`src/rtl/cmp_pkg.sv`:
```
// Package: shared sizes for the two-inverter complementer.
// Assumes: only the three-input and seven-input arrangements are supported.
package cmp_pkg;
    localparam int unsigned BASE_W    = 3;   // width handled by the core stage
    localparam int unsigned CASCADE_W = 7;   // width handled by the cascaded stage
    localparam int unsigned LEAD_W    = 3;   // count leads in the cascaded stage
    localparam int unsigned RUN_W     = 2;   // saturating run counter in the checker
endpackage

```
`src/rtl/cmp_threshold.sv`:
```
// Module: cmp_threshold
// Computes, for every k in 1..W, whether at least k bits of v_i are set.
// Built as a running-count table of AND and OR gates only (monotone).
// Assumes W >= 2.
module cmp_threshold #(
    parameter int unsigned W = 3
) (
    input  logic [W-1:0] v_i,
    output logic [W:1]   ge_o
);
    // acc[i][k]: at least k ones among v_i[i:0]
    logic [W-1:0][W:1] acc;

    for (genvar i = 0; i < W; i++) begin : g_row
        if (i == 0) begin : g_first
            // first row: only one bit seen so far
            assign acc[0] = {{(W-1){1'b0}}, v_i[0]};
        end else begin : g_next
            // reaching one needs either an earlier one or this bit
            assign acc[i][1] = acc[i-1][1] | v_i[i];
            for (genvar k = 2; k <= W; k++) begin : g_col
                // reaching k: already there, or k-1 plus this bit
                assign acc[i][k] = acc[i-1][k] | (acc[i-1][k-1] & v_i[i]);
            end
        end
    end

    assign ge_o = acc[W-1];
endmodule

```
`src/rtl/cmp_not_cell.sv`:
```
// Module: cmp_not_cell
// The single inverting primitive of the project. The design places exactly
// two instances of it. No other negation appears in the design RTL.
module cmp_not_cell (
    input  logic a_i,
    output logic y_o
);
    assign y_o = ~a_i;
endmodule

```
`src/rtl/cmp_core3.sv`:
```
// Module: cmp_core3
// Complements three signals using two cmp_not_cell instances plus AND/OR.
// The inverted signals are the two bits of the population count.
// Purely combinational. Assumes nothing about the inputs.
module cmp_core3 (
    input  logic [2:0] a_i,
    output logic [2:0] na_o
);
    logic [3:1] ge;
    logic       high_lead;     // weight-2 bit of the count
    logic       low_lead;      // weight-1 bit of the count
    logic       high_n;
    logic       low_n;
    logic       cnt0, cnt1, cnt2;

    cmp_threshold #(.W(3)) u_thr (.v_i(a_i), .ge_o(ge));

    // weight-2 bit is simply "two or more set"
    assign high_lead = ge[2];
    cmp_not_cell u_inv_high (.a_i(high_lead), .y_o(high_n));

    // weight-1 bit: one set below two, or all three
    assign low_lead = (ge[1] & high_n) | ge[3];
    cmp_not_cell u_inv_low (.a_i(low_lead), .y_o(low_n));

    // exact-count terms from leads and thresholds only
    assign cnt0 = high_n & low_n;
    assign cnt1 = high_n & ge[1];
    assign cnt2 = low_n  & ge[2];

    for (genvar i = 0; i < 3; i++) begin : g_out
        localparam int unsigned P = (i + 1) % 3;
        localparam int unsigned Q = (i + 2) % 3;
        // bit i is zero exactly when the other two account for the whole count
        assign na_o[i] = cnt0
                       | (cnt1 & (a_i[P] | a_i[Q]))
                       | (cnt2 & (a_i[P] & a_i[Q]));
    end
endmodule

```
`src/rtl/cmp_core7.sv`:
```
// Module: cmp_core7
// Complements seven signals. The three count leads are complemented by a
// cmp_core3 instance. The loop through it is cut by registering the leads.
// The leads settle in at most three edges: weight 4, then 2, then 1.
// Assumes x_i is held for three edges before z_o is relied upon.
// Synchronous active-low reset clears the leads.
module cmp_core7
    import cmp_pkg::*;
#(
    parameter int unsigned W  = CASCADE_W,
    parameter int unsigned LW = LEAD_W
) (
    input  logic         clk,
    input  logic         rst_n,
    input  logic [W-1:0] x_i,
    output logic [W-1:0] z_o
);
    logic [W:1]    ge;
    logic [LW-1:0] lead_q;   // bit 2 = weight 4, bit 0 = weight 1
    logic [LW-1:0] lead_d;
    logic [LW-1:0] lead_n;
    logic [W-1:0]  exact;

    cmp_threshold #(.W(W)) u_thr (.v_i(x_i), .ge_o(ge));

    // complements of the registered leads via the nested three-input stage
    cmp_core3 u_lead_inv (.a_i(lead_q), .na_o(lead_n));

    // next lead values: each uses only complements of higher-weight leads
    always_comb begin
        lead_d[2] = ge[4];
        lead_d[1] = (ge[2] & lead_n[2]) | ge[6];
        lead_d[0] = (ge[1] & lead_n[2] & lead_n[1])
                  | (ge[3] & lead_n[2])
                  | (ge[5] & lead_n[1] & ge[4])
                  | ge[7];
    end

    // lead registers with synchronous active-low reset
    always_ff @(posedge clk) begin
        if (!rst_n) lead_q <= '0;
        else        lead_q <= lead_d;
    end

    // one-hot exact-count decode from leads and their complements
    for (genvar m = 0; m < W; m++) begin : g_exact
        logic [LW-1:0] lit;
        for (genvar j = 0; j < LW; j++) begin : g_lit
            if (((m >> j) % 2) == 1) begin : g_pos
                assign lit[j] = lead_q[j];
            end else begin : g_neg
                assign lit[j] = lead_n[j];
            end
        end
        assign exact[m] = &lit;
    end

    // each output: count fully explained by the other six inputs
    for (genvar i = 0; i < W; i++) begin : g_out
        logic [W-2:0] oth;
        logic [W-1:1] oth_ge;
        for (genvar j = 0; j < W - 1; j++) begin : g_oth
            if (j < i) begin : g_lo
                assign oth[j] = x_i[j];
            end else begin : g_hi
                assign oth[j] = x_i[j+1];
            end
        end
        cmp_threshold #(.W(W-1)) u_oth (.v_i(oth), .ge_o(oth_ge));
        assign z_o[i] = exact[0] | (|(exact[W-1:1] & oth_ge));
    end
endmodule

```
`src/rtl/twoinv_complementer.sv`:
```
// Module: twoinv_complementer (top)
// Outputs the bitwise complement of x_i using two NOT gates in total.
// WIDTH=3 selects the combinational core. WIDTH=7 selects the cascaded
// stage with registered count leads. Other widths are rejected.
module twoinv_complementer
    import cmp_pkg::*;
#(
    parameter int unsigned WIDTH = CASCADE_W
) (
    input  logic             clk,
    input  logic             rst_n,
    input  logic [WIDTH-1:0] x_i,
    output logic [WIDTH-1:0] z_o
);
    if (WIDTH == BASE_W) begin : g_base
        cmp_core3 u_core (.a_i(x_i), .na_o(z_o));
    end else if (WIDTH == CASCADE_W) begin : g_casc
        cmp_core7 u_core (.clk(clk), .rst_n(rst_n), .x_i(x_i), .z_o(z_o));
    end else begin : g_bad
        $error("twoinv_complementer: unsupported WIDTH");
    end
endmodule

```
`config.mk`:
```
export PLATFORM = sky130hd
export DESIGN_NAME = twoinv_complementer
export DESIGN_NICKNAME = d
export VERILOG_FILES = /design/src/rtl/cmp_pkg.sv /design/src/rtl/cmp_threshold.sv /design/src/rtl/cmp_not_cell.sv /design/src/rtl/cmp_core3.sv /design/src/rtl/cmp_core7.sv /design/src/rtl/twoinv_complementer.sv
export SDC_FILE = /design/constraint.sdc
export NUM_CORES = 1
export LEC_CHECK = 0
export BUFFER_PORTS_ARGS = -buffer_cell sky130_fd_sc_hd__buf_2
export CORE_MARGIN = 2
export CORE_UTILIZATION = 45
export CTS_CLUSTER_SIZE = 12
export DETAILED_ROUTE_END_ITERATION = 7
export PLACE_DENSITY = 0.71
export SLEW_MARGIN = 20
export SYNTH_ARGS = -nofsm -noshare
export SYNTH_HDL_FRONTEND = slang
export SYNTH_SLANG_ARGS = --single-unit
```
`constraint.sdc`:
```
create_clock -name clk -period 5 [get_ports clk]
set_clock_uncertainty 0.15 [all_clocks]
set_input_delay 1.5 -clock clk [delete_from_list [all_inputs] [get_ports clk]]
set_output_delay 1.5 -clock clk [all_outputs]
set_load 0.03 [all_outputs]
```
==> results.md, run 1 <==
- #FFs+latches synth: 3
- Critical path endpoint category: output port
- Length of the first detailed-routing pass in iterations: 5
- Maximum number of pins on one net before global-route repair: 29
- Setup-failing EPs final: 0
- Number of warnings issued by yosys: 0
- Number of unique standard cell types used by synthesis: 59
- HPWL Detailed: 3400 um
- Largest fanout on the critical path: 2
- Register with the most flip-flops: g_casc.u_core.lead_q
- Largest registers in the final layout: g_casc.u_core.lead_q: 3 flops
- Via count of the first global-routing pass: 1707
- # port buffers: 15
- Final Hold Viols: 0
- Path type of the worst setup path: in2out
- Most instantiated cells after synthesis: sky130_fd_sc_hd__a21oi_1, sky130_fd_sc_hd__o21ai_0, sky130_fd_sc_hd__clkbuf_1
- Placeable core area: 3000 um2
- Number of flops mapped to enable cells by yosys: 0
- Chip Height: 59.9 um
- Slowest CP cell: sky130_fd_sc_hd__or4_4
- Portion of the post-synthesis area used by sequential elements: 4.28%
- Synthesized area: 1400 um2
- Non-Filler Cell Area, Final: 1630 um2
- Headroom to the max-slew limit: 52.2%
- Post-synthesis cell type with the largest combined area: sky130_fd_sc_hd__a21oi_1
- Clock net sink count: 3
- Post-detailed-routing wire length: 4740 um
- Detailed Route Iter0 Violations: 158
- Number of antenna diodes: 0
- Maximum clock path buffer count: 2
- Data required time of the critical path: 3.35 ns
- Final GP Congestion: 0.955
- Total design power: 0.306 mW
- Most frequently used flop master after synthesis: sky130_fd_sc_hd__dfxtp_1
- Num CTS Buffers: 3
- Hold WC Path Type: reg2reg
- Total via count after detailed routing: 1938
- Clock input transition at the sequential cells of the worst setup and hold paths: 0.04 ns
- Placed cell areas: 1560 um2
- FILL cells: 305
- Post-Syn Instances: 225
- Proportion of layout cells with a drive suffix above 1: 21.1%
- Net count after synthesis: 235
- Most frequently used cell type in the post-synthesis netlist: sky130_fd_sc_hd__a21oi_1
- Nets: 248
- Synth top area cells: sky130_fd_sc_hd__a21oi_1, sky130_fd_sc_hd__o21ai_0, sky130_fd_sc_hd__nand3_1
- DRC violation count after routing: 0
- Clock tree from TritonCTS: done
- I/O pin cnt: 16
- Routed wire length per instance: 17.5 um
- Row Count: 20
- Leakage power total: 0.619 nW
- Layout area overhead: 15.9%
- Peak ir drop on the vdd network: 72.9 uV
- Die area: 3580 um2
- Tcrit/Tclk final: 99.0%
- Die X: 59.9 um
- Avg Inst Size Synth: 6.24 um2
- Final Hold Slack: 0.612 ns
- Post-CTS Hold Fix Bufs: 0
- Antenna violations before repair: 0
- P per Cell Area: 188 nW/um2
- Final sum of negative setup slack: 0 ns
- CTS root buffer: sky130_fd_sc_hd__clkbuf_4
- Async S/R FF share, synth: 0%
- Number of routed nets with antenna violations: 0
- CP Cell Sequence: buf_2, or4_4, or2_4, a311oi_2, o21ai_1, or3b_1, buf_6
- Max incr delay on CP: 0.54 ns
- Wire length of the first global-routing pass: 7910 um
- Maximum clock rate: 202 MHz
- Effective utilization at floorplan: 46.7%
- Transition time of the tightest slew-check pin: 0.715 ns
- Max-slew violation count: 0
- Startpoint type of the worst setup path: input pin
- Post CTS Setup Buffer Count: 0
- Crit path time final: 4.95 ns
- Area share of the largest cell type after synthesis: 9.27%
- Crit path DAT: 3.30 ns
- Max Cap Viol: 0
- Overall Global Routing Usage: 28.2%
- Worst-skew pair later-pin latency: 0.23 ns
- Number of H-tree levels: 1
- Vias per std cell: 7.18
- Outcome: finished clean
- Residual overflow from global routing: 0
- Flip-flop count of the largest register after layout: 3
## per-stage QoR
step | cells | setup slack (ns) | util (%)
after floorplan | 225 | 0.113 | -
after global placement | 266 | -0.00869 | 52.0
after detailed placement | 266 | -0.00829 | 52.0
after CTS | 270 | 0.0200 | 53.0
after global routing | 270 | -0.00184 | 54.2
final | 270 | 0.0511 | 54.2
## layout by cell type (no fill, tap or decap), types with 5 or more instances in the layout
| master | n |
|---|---|
| sky130_fd_sc_hd__nand4_1 | 5 |
| sky130_fd_sc_hd__a31oi_1 | 5 |
| sky130_fd_sc_hd__inv_1 | 6 |
| sky130_fd_sc_hd__and3_1 | 5 |
| sky130_fd_sc_hd__nand2_1 | 8 |
| sky130_fd_sc_hd__nor3_1 | 9 |
| sky130_fd_sc_hd__o21ai_0 | 19 |
| sky130_fd_sc_hd__buf_2 | 14 |
| sky130_fd_sc_hd__nor2_1 | 11 |
| sky130_fd_sc_hd__a21oi_1 | 25 |
| sky130_fd_sc_hd__nand3_1 | 15 |
| sky130_fd_sc_hd__maj3_1 | 5 |
| sky130_fd_sc_hd__buf_4 | 21 |
| sky130_fd_sc_hd__and2_1 | 6 |
## cell families (layout without fill, tap and decap cells)
logic type / count (synthesis) / in the layout / synth area share, %
compound gates: 94 / 94 / 44.1
simple gates: 86 / 86 / 34.5
buf+inv: 35 / 47 / 11.3
fa+ha+maj: 7 / 7 / 5.79
flops: 3 / 3 / 4.28
## cell type report
type                            instances  area [um2]  area share (%)
Tap cell                               33        41.3            2.54
Inverter                                6        22.5            1.38
Sequential cell                         3        60.1            3.69
Clock buffer                            4        26.3            1.62
Multi-Input combinational cell        187        1220            74.8
Timing Repair Buffer                   37         259            15.9
## per-layer routing
metal / share of wire (%) / vias to the layer above / global-route usage (%)
met2: 45 / 112 / 41.3
met5: 0 / - / 0
met4: 2.7 / 0 / 15.6
met3: 10 / 20 / 4.11
li1: - / 898 / -
met1: 42 / 908 / 39.1
## power by group
part,internal (mW),leakage [nW],switching (mW),total [mW]
clock network,0.0299,0.0150,0.0128,0.0427
registers,0.0269,0.0252,0.00863,0.0355
logic,0.0879,0.579,0.140,0.228
total,0.145,0.619,0.162,0.306
## path summary, 6_finish.rpt
check / from / end / slack, ns / depth (start not counted)
setup reg to reg: g_casc.u_core.lead_q[0] / g_casc.u_core.lead_q[0] / 2.24 / 7
hold / removal: g_casc.u_core.lead_q[2] / g_casc.u_core.lead_q[1] / 0.61 / 2
setup / recovery: x_i[2] / z_o[6] / 0.05 / 7
hold reg to reg: g_casc.u_core.lead_q[2] / g_casc.u_core.lead_q[1] / 0.61 / 2
## what timing repair did
action,CTS,global route
gates resized for setup,1,10
gates cloned,0,0
endpoints found under the setup margin,1,2
pin swaps,0,1
## worst max-delay path, delay by kind of cell
| family | cells | cell delay [ns] |
|---|---|---|
| compound gates | 2 | 0.35 |
| buf+inv | 2 | 0.25 |
| simple gates | 3 | 1.20 |
Power figures use the tool's default switching activity.
==> run 2: changes to the inputs <==
Settings changed: PLACE_DENSITY 0.71 to 0.63.
==> run 2 against run 1 <==
Against the previous run: worst hold slack got worse by 0.019 ns; combinational power fell by 3%; critical endpoint unchanged; flip-flop and latch count did not move; power fell by 2.0%; sequential share of layout area rose by 0.12 points; clock power rose by 2%; global-route usage fell by 1.1 points; utilization fell by 1.7 points; setup slack improved by 0.035 ns.
==> results.md, run 2 (same netlist as run 1, synthesis figures left out) <==
- Layout area overhead: 12.1%
- Clock net sink count: 3 (unchanged)
- Final Instance Count excl. Fillers: 267 (-1.1%)
- Total design power: 0.300 mW (-2.0%)
- Total via count after detailed routing: 1857 (-4.2%)
- FILL cells: 321 (+5.2%)
- Transition time of the tightest slew-check pin: 0.655 ns (-0.0596 ns)
- Antenna violations before repair: 0 (unchanged)
- # port buffers: 15 (unchanged)
- Placeable core area: 3000 um2 (unchanged)
- Wire length of the first global-routing pass: 7530 um (-4.7%)
- Proportion of layout cells with a drive suffix above 1: 18.4% (-2.7 points)
- Critical path endpoint category: output port
- Peak ir drop on the vdd network: 78.2 uV (+7.3%)
- Clock tree from TritonCTS: done
- Chip Height: 59.9 um (unchanged)
- Largest fanout on the critical path: 2 (unchanged)
- CTS root buffer: sky130_fd_sc_hd__clkbuf_4
- Final Hold Slack: 0.594 ns (-0.0186 ns)
- Post-detailed-routing wire length: 4620 um (-2.5%)
- Crit path DAT: 3.26 ns (-0.04 ns)
- Length of the first detailed-routing pass in iterations: 5 (unchanged)
- Placed Instances: 263 (-1.1%)
- Row Count: 20 (unchanged)
- Final Hold Viols: 0 (unchanged)
- Number of antenna diodes: 0 (unchanged)
- Highest-count cells in the layout ignoring fill and taps: sky130_fd_sc_hd__a21oi_1, sky130_fd_sc_hd__buf_4, sky130_fd_sc_hd__o21ai_0, sky130_fd_sc_hd__nand3_1, sky130_fd_sc_hd__buf_2
- Final sum of negative setup slack: 0 ns (unchanged)
- Overall Global Routing Usage: 27.1% (-1.1 points)
- Effective utilization at floorplan: 46.7% (unchanged)
- Vias per std cell: 6.96 (-3.1%)
- Number of H-tree levels: 1 (unchanged)
- Via count of the first global-routing pass: 1601 (-6.2%)
- Residual overflow from global routing: 0 (unchanged)
- HPWL Detailed: 3270 um (-4.0%)
- Setup slack, reg-to-reg: 2.22 ns (-0.02 ns)
- Headroom to the max-slew limit: 56.2% (+4.0 points)
- Max Cap Viol: 0 (unchanged)
- Startpoint type of the worst setup path: input pin
- Maximum clock rate: 203 MHz (+0.71%)
- Setup-failing EPs final: 0 (unchanged)
- Crit path time final: 4.91 ns (-0.0348 ns)
- Data required time of the critical path: 3.35 ns (about the same)
- Nets: 245 (-1.2%)
- Post-CTS Hold Fix Bufs: 0 (unchanged)
- Maximum number of pins on one net before global-route repair: 29 (unchanged)
- DRC violation count after routing: 0 (unchanged)
- Post CTS Setup Buffer Count: 0 (unchanged)
- Leakage power total: 0.594 nW (-4.0%)
- Die area: 3580 um2 (unchanged)
- I/O pin cnt: 16 (unchanged)
- Num CTS Buffers: 3 (unchanged)
- Final GP Congestion: 0.954 (-0.15%)
- Unrepaired setup endpoints after global routing: no
- Die X: 59.9 um (unchanged)
- Register with the most flip-flops: g_casc.u_core.lead_q
- P per Cell Area: 191 nW/um2 (+1.3%)
- Maximum clock path buffer count: 2 (unchanged)
- Path type of the worst setup path: in2out
- Clock input transition at the sequential cells of the worst setup and hold paths: 0.04 ns (about the same)
- Max-slew violation count: 0 (unchanged)
- Outcome: finished clean
- Flip-flop count of the largest register after layout: 3 (unchanged)
- Largest registers in the final layout: g_casc.u_core.lead_q: 3 flops
- Leading cell type in the layout, fill and taps excluded: sky130_fd_sc_hd__a21oi_1
- End-of-flow core utilization: 52.4% (-1.7 points)
- Number of routed nets with antenna violations: 0 (unchanged)
- Routed wire length per instance: 17.3 um (-1.4%)
- Worst-skew pair later-pin latency: 0.23 ns (about the same)
- Resize count post-CTS: 0 (-1)
- Tcrit/Tclk final: 98.3% (-0.70 points)
- Detailed Route Iter0 Violations: 156 (-1.3%)
- Hold WC Path Type: reg2reg
==> run 2: per-stage QoR <==
stage,setup WS [ns],area [um2]
2_1_floorplan,0.113,1400
4_1_cts,0.0127,1550
3_5_place_dp,0.0107,1530
6_report,0.0859,1570
5_1_grt,0.00785,1570
3_3_place_gp,0.0272,1530
==> run 2: power by group <==
| group | internal, mW | switching [mW] | total, mW |
|---|---|---|---|
| registers | 0.0269 | 0.00851 | 0.0354 |
| clock network | 0.0300 | 0.0134 | 0.0434 |
| logic | 0.0835 | 0.138 | 0.221 |
==> run 2: critical path: stages <==
cell and delay (ns):
sky130_fd_sc_hd__buf_2 0.10, sky130_fd_sc_hd__or4_1 0.53, sky130_fd_sc_hd__or2_1 0.26, sky130_fd_sc_hd__a311oi_1 0.22, sky130_fd_sc_hd__o21ai_1 0.10, sky130_fd_sc_hd__or3b_1 0.38, sky130_fd_sc_hd__buf_4 0.18
==> run 2: final cells by class <==
class / instances / area, um2 / share of cell area [%]
multi-input combinational: 187 / 1200 / 76.5
timing repair buffer: 34 / 220 / 14.0
sequential: 3 / 60.1 / 3.82
tap: 33 / 41.3 / 2.62
clock buffer: 4 / 26.3 / 1.67
inverter: 6 / 22.5 / 1.43
==> run 2: worst paths after layout <==
check                           from                       to  cells past startpoint
max reg2reg  g_casc.u_core.lead_q[0]  g_casc.u_core.lead_q[0]                      7
min          g_casc.u_core.lead_q[2]  g_casc.u_core.lead_q[1]                      2
min reg2reg  g_casc.u_core.lead_q[2]  g_casc.u_core.lead_q[1]                      2
max                           x_i[2]                   z_o[6]                      7
==> run 2: routing by layer <==
metal / routed length [um] / share of wire (%) / global-route usage [%]
met1: 2020 / 44 / 37.5
met2: 2170 / 47 / 41.8
met3: 362 / 7.8 / 3.46
met4: 72 / 1.6 / 11.7
met5: 0 / 0 / 0
==> run 3: changes to the inputs <==
Settings changed: BUFFER_PORTS_ARGS -buffer_cell sky130_fd_sc_hd__buf_2 to -buffer_cell sky130_fd_sc_hd__buf_4.
==> run 3 against run 2 <==
Against the previous run: clock power decreased by 4%; non-clock buffer count decreased by 2; design area rose by 2.1%; first-iteration DRC count grew 2.6%; final cell count is 0.75% lower; largest power group unchanged.
==> results.md, run 3 (same netlist as run 1, synthesis figures left out) <==
- Register with the most flip-flops: g_casc.u_core.lead_q
- Data required time of the critical path: 3.35 ns (about the same)
- Final sum of negative setup slack: 0 ns (unchanged)
- Total design power: 0.310 mW (+3.4%)
- P per Cell Area: 193 nW/um2 (+1.3%)
- Final GP Congestion: 0.870 (-8.7%)
- Max incr delay on CP: 0.55 ns (+0.02 ns)
- Clock net sink count: 3 (unchanged)
- Number of routed nets with antenna violations: 0 (unchanged)
- DRC violation count after routing: 0 (unchanged)
- Setup slack, reg-to-reg: 2.19 ns (-0.03 ns)
- Cell type group with the largest total delay on the critical path: simple AND/OR/NAND/NOR gates
- Proportion of layout cells with a drive suffix above 1: 18.5% (+0.16 points)
- # port buffers: 15 (unchanged)
- Maximum clock rate: 203 MHz (-0.40%)
- Post-placement setup slack: 0.00681 ns (-0.00389 ns)
- Maximum clock path buffer count: 2 (unchanged)
- Startpoint type of the worst setup path: input pin
- Outcome: finished clean
- Die X: 59.9 um (unchanged)
- Transition time of the tightest slew-check pin: 0.646 ns (-0.00897 ns)
- Path type of the worst setup path: in2out
- Switch Pwr: 0.160 mW (+0.43%)
- Wire length of the first global-routing pass: 7700 um (+2.2%)
- Row Count: 20 (unchanged)
- Highest-count cells in the layout ignoring fill and taps: sky130_fd_sc_hd__buf_4, sky130_fd_sc_hd__a21oi_1, sky130_fd_sc_hd__o21ai_0, sky130_fd_sc_hd__nand3_1, sky130_fd_sc_hd__nor2_1
- Tcrit/Tclk final: 98.7% (+0.39 points)
- Die area: 3580 um2 (unchanged)
- Num CTS Buffers: 3 (unchanged)
- Final Instance Count excl. Fillers: 265 (-0.75%)
- Most used cell along the critical path: sky130_fd_sc_hd__buf_4
- Effective utilization at floorplan: 46.7% (unchanged)
- Crit path time final: 4.93 ns (+0.0195 ns)
- Leading cell type in the layout, fill and taps excluded: sky130_fd_sc_hd__buf_4
- Clock input transition at the sequential cells of the worst setup and hold paths: 0.04 ns (about the same)
- Placed Instances: 261 (-0.76%)
- Largest registers in the final layout: g_casc.u_core.lead_q: 3 flops
- Combinational share of power: 75.1% (+1.3 points)
- Placed cell areas: 1550 um2 (+1.5%)
- Share of power burned in the clock network: 13.5% (-0.9 points)
- Clock tree from TritonCTS: done
- Sequential power share: 11.5% (-0.3 points)
- Setup-failing EPs final: 0 (unchanged)
- Switching share of power: 51.7% (-1.5 points)
- Slowest CP cell: sky130_fd_sc_hd__or4_1
- Antenna violations before repair: 0 (unchanged)
- Number of antenna diodes: 0 (unchanged)
- Final Hold Slack: 0.625 ns (+0.0316 ns)
- Post-detailed-routing wire length: 4640 um (+0.52%)
- Residual overflow from global routing: 0 (unchanged)
- Post CTS Setup Buffer Count: 0 (unchanged)
- Min setup slack post-route: 0.0664 ns (-0.0195 ns)
- Detailed Route Iter0 Violations: 160 (+2.6%)
- Final Hold Viols: 0 (unchanged)
- Max-slew violation count: 0 (unchanged)
- Crit path DAT: 3.28 ns (+0.02 ns)
- Internal power summed over all cells: 0.150 mW (+6.8%)
- HPWL Detailed: 3270 um (+0.13%)
- I/O pin cnt: 16 (unchanged)
- Unrepaired setup endpoints after global routing: no
- Nets: 243 (-0.82%)
- Flip-flop count of the largest register after layout: 3 (unchanged)
- End-of-flow core utilization: 53.5% (+1.1 points)
- Vias per std cell: 6.97 (+0.27%)
- CP Cell Sequence: buf_4, or4_1, or2_1, a311oi_2, o21ai_1, or3b_1, buf_4
- Max Cap Viol: 0 (unchanged)
- Headroom to the max-slew limit: 56.8% (+0.60 points)
- Total via count after detailed routing: 1848 (-0.48%)
- Chip Height: 59.9 um (unchanged)
- Routed wire length per instance: 17.5 um (+1.3%)
- Placeable core area: 3000 um2 (unchanged)
- CP bufs+invs: 2 (unchanged)
- Largest fanout on the critical path: 2 (unchanged)
- Layout area overhead: 14.4%
- Number of H-tree levels: 1 (unchanged)
- CTS root buffer: sky130_fd_sc_hd__clkbuf_4
- Overall Global Routing Usage: 27.6% (+0.46 points)
- Leakage power total: 0.599 nW (+0.78%)
- Critical path endpoint category: output port
- Non-Filler Cell Area, Final: 1610 um2 (+2.1%)
- Via count of the first global-routing pass: 1611 (+0.62%)
- Hold WC Path Type: reg2reg
- Length of the first detailed-routing pass in iterations: 4 (-1)
- Peak ir drop on the vdd network: 79.5 uV (+1.6%)
- Worst-skew pair later-pin latency: 0.23 ns (about the same)
- Maximum number of pins on one net before global-route repair: 29 (unchanged)
[run 3: cell types whose count changed in the layout (fill, tap and decap cells not counted), sizes merged]
cell,previous run,this run
buf,34,32
[run 3: worst paths after layout]
| path | depth (start not counted) | start | end |
|---|---|---|---|
| setup reg to reg | 7 | g_casc.u_core.lead_q[0] | g_casc.u_core.lead_q[0] |
| hold / removal | 2 | g_casc.u_core.lead_q[2] | g_casc.u_core.lead_q[1] |
| hold reg to reg | 2 | g_casc.u_core.lead_q[2] | g_casc.u_core.lead_q[1] |
| setup / recovery | 7 | x_i[2] | z_o[6] |
[run 3: area by class of cell]
cell class / count / area [um2]
Clock buffer: 4 / 26.3
Inverter: 6 / 22.5
Timing Repair Buffer: 32 / 240
Multi-Input combinational cell: 187 / 1220
Sequential cell: 3 / 60.1
Tap cell: 33 / 41.3
Fill cell: 323 / 1400
[run 3: power groups by stage]
stage	Combinational [mW]	Clock, mW	Sequential [mW]
after floorplan	0.166	0	0.0288
after global placement	0.222	0	0.0352
after detailed placement	0.223	0	0.0355
after CTS	0.224	0.0443	0.0351
after global routing	0.254	0.0462	0.0366
final	0.233	0.0418	0.0355
[run 3: worst register-to-register path, stage by stage, from the launching register on]
cell and delay [ns]:
sky130_fd_sc_hd__dfxtp_1 0.57, sky130_fd_sc_hd__inv_1 0.21, sky130_fd_sc_hd__fa_1 0.50, sky130_fd_sc_hd__or2_2 0.34, sky130_fd_sc_hd__o211ai_1 0.12, sky130_fd_sc_hd__a21oi_1 0.11, sky130_fd_sc_hd__a211o_1 0.30, sky130_fd_sc_hd__o41a_1 0.40
[run 3: what timing repair did]
action | 4_1_cts | 5_1_grt
hold buffers | 0 | 0
endpoints found under the setup margin | 0 | 3
gates resized for setup | 0 | 7
[run 3: layer usage]
metal | part of all wire, % | up-vias | GRT usage (%) | wire length [um]
li1 | - | 893 | - | -
met1 | 44 | 836 | 40.5 | 2050
met2 | 46 | 112 | 40.1 | 2120
met3 | 9.2 | 7 | 4.76 | 428
met4 | 0.84 | 0 | 9.21 | 39
met5 | 0 | - | 0 | 0
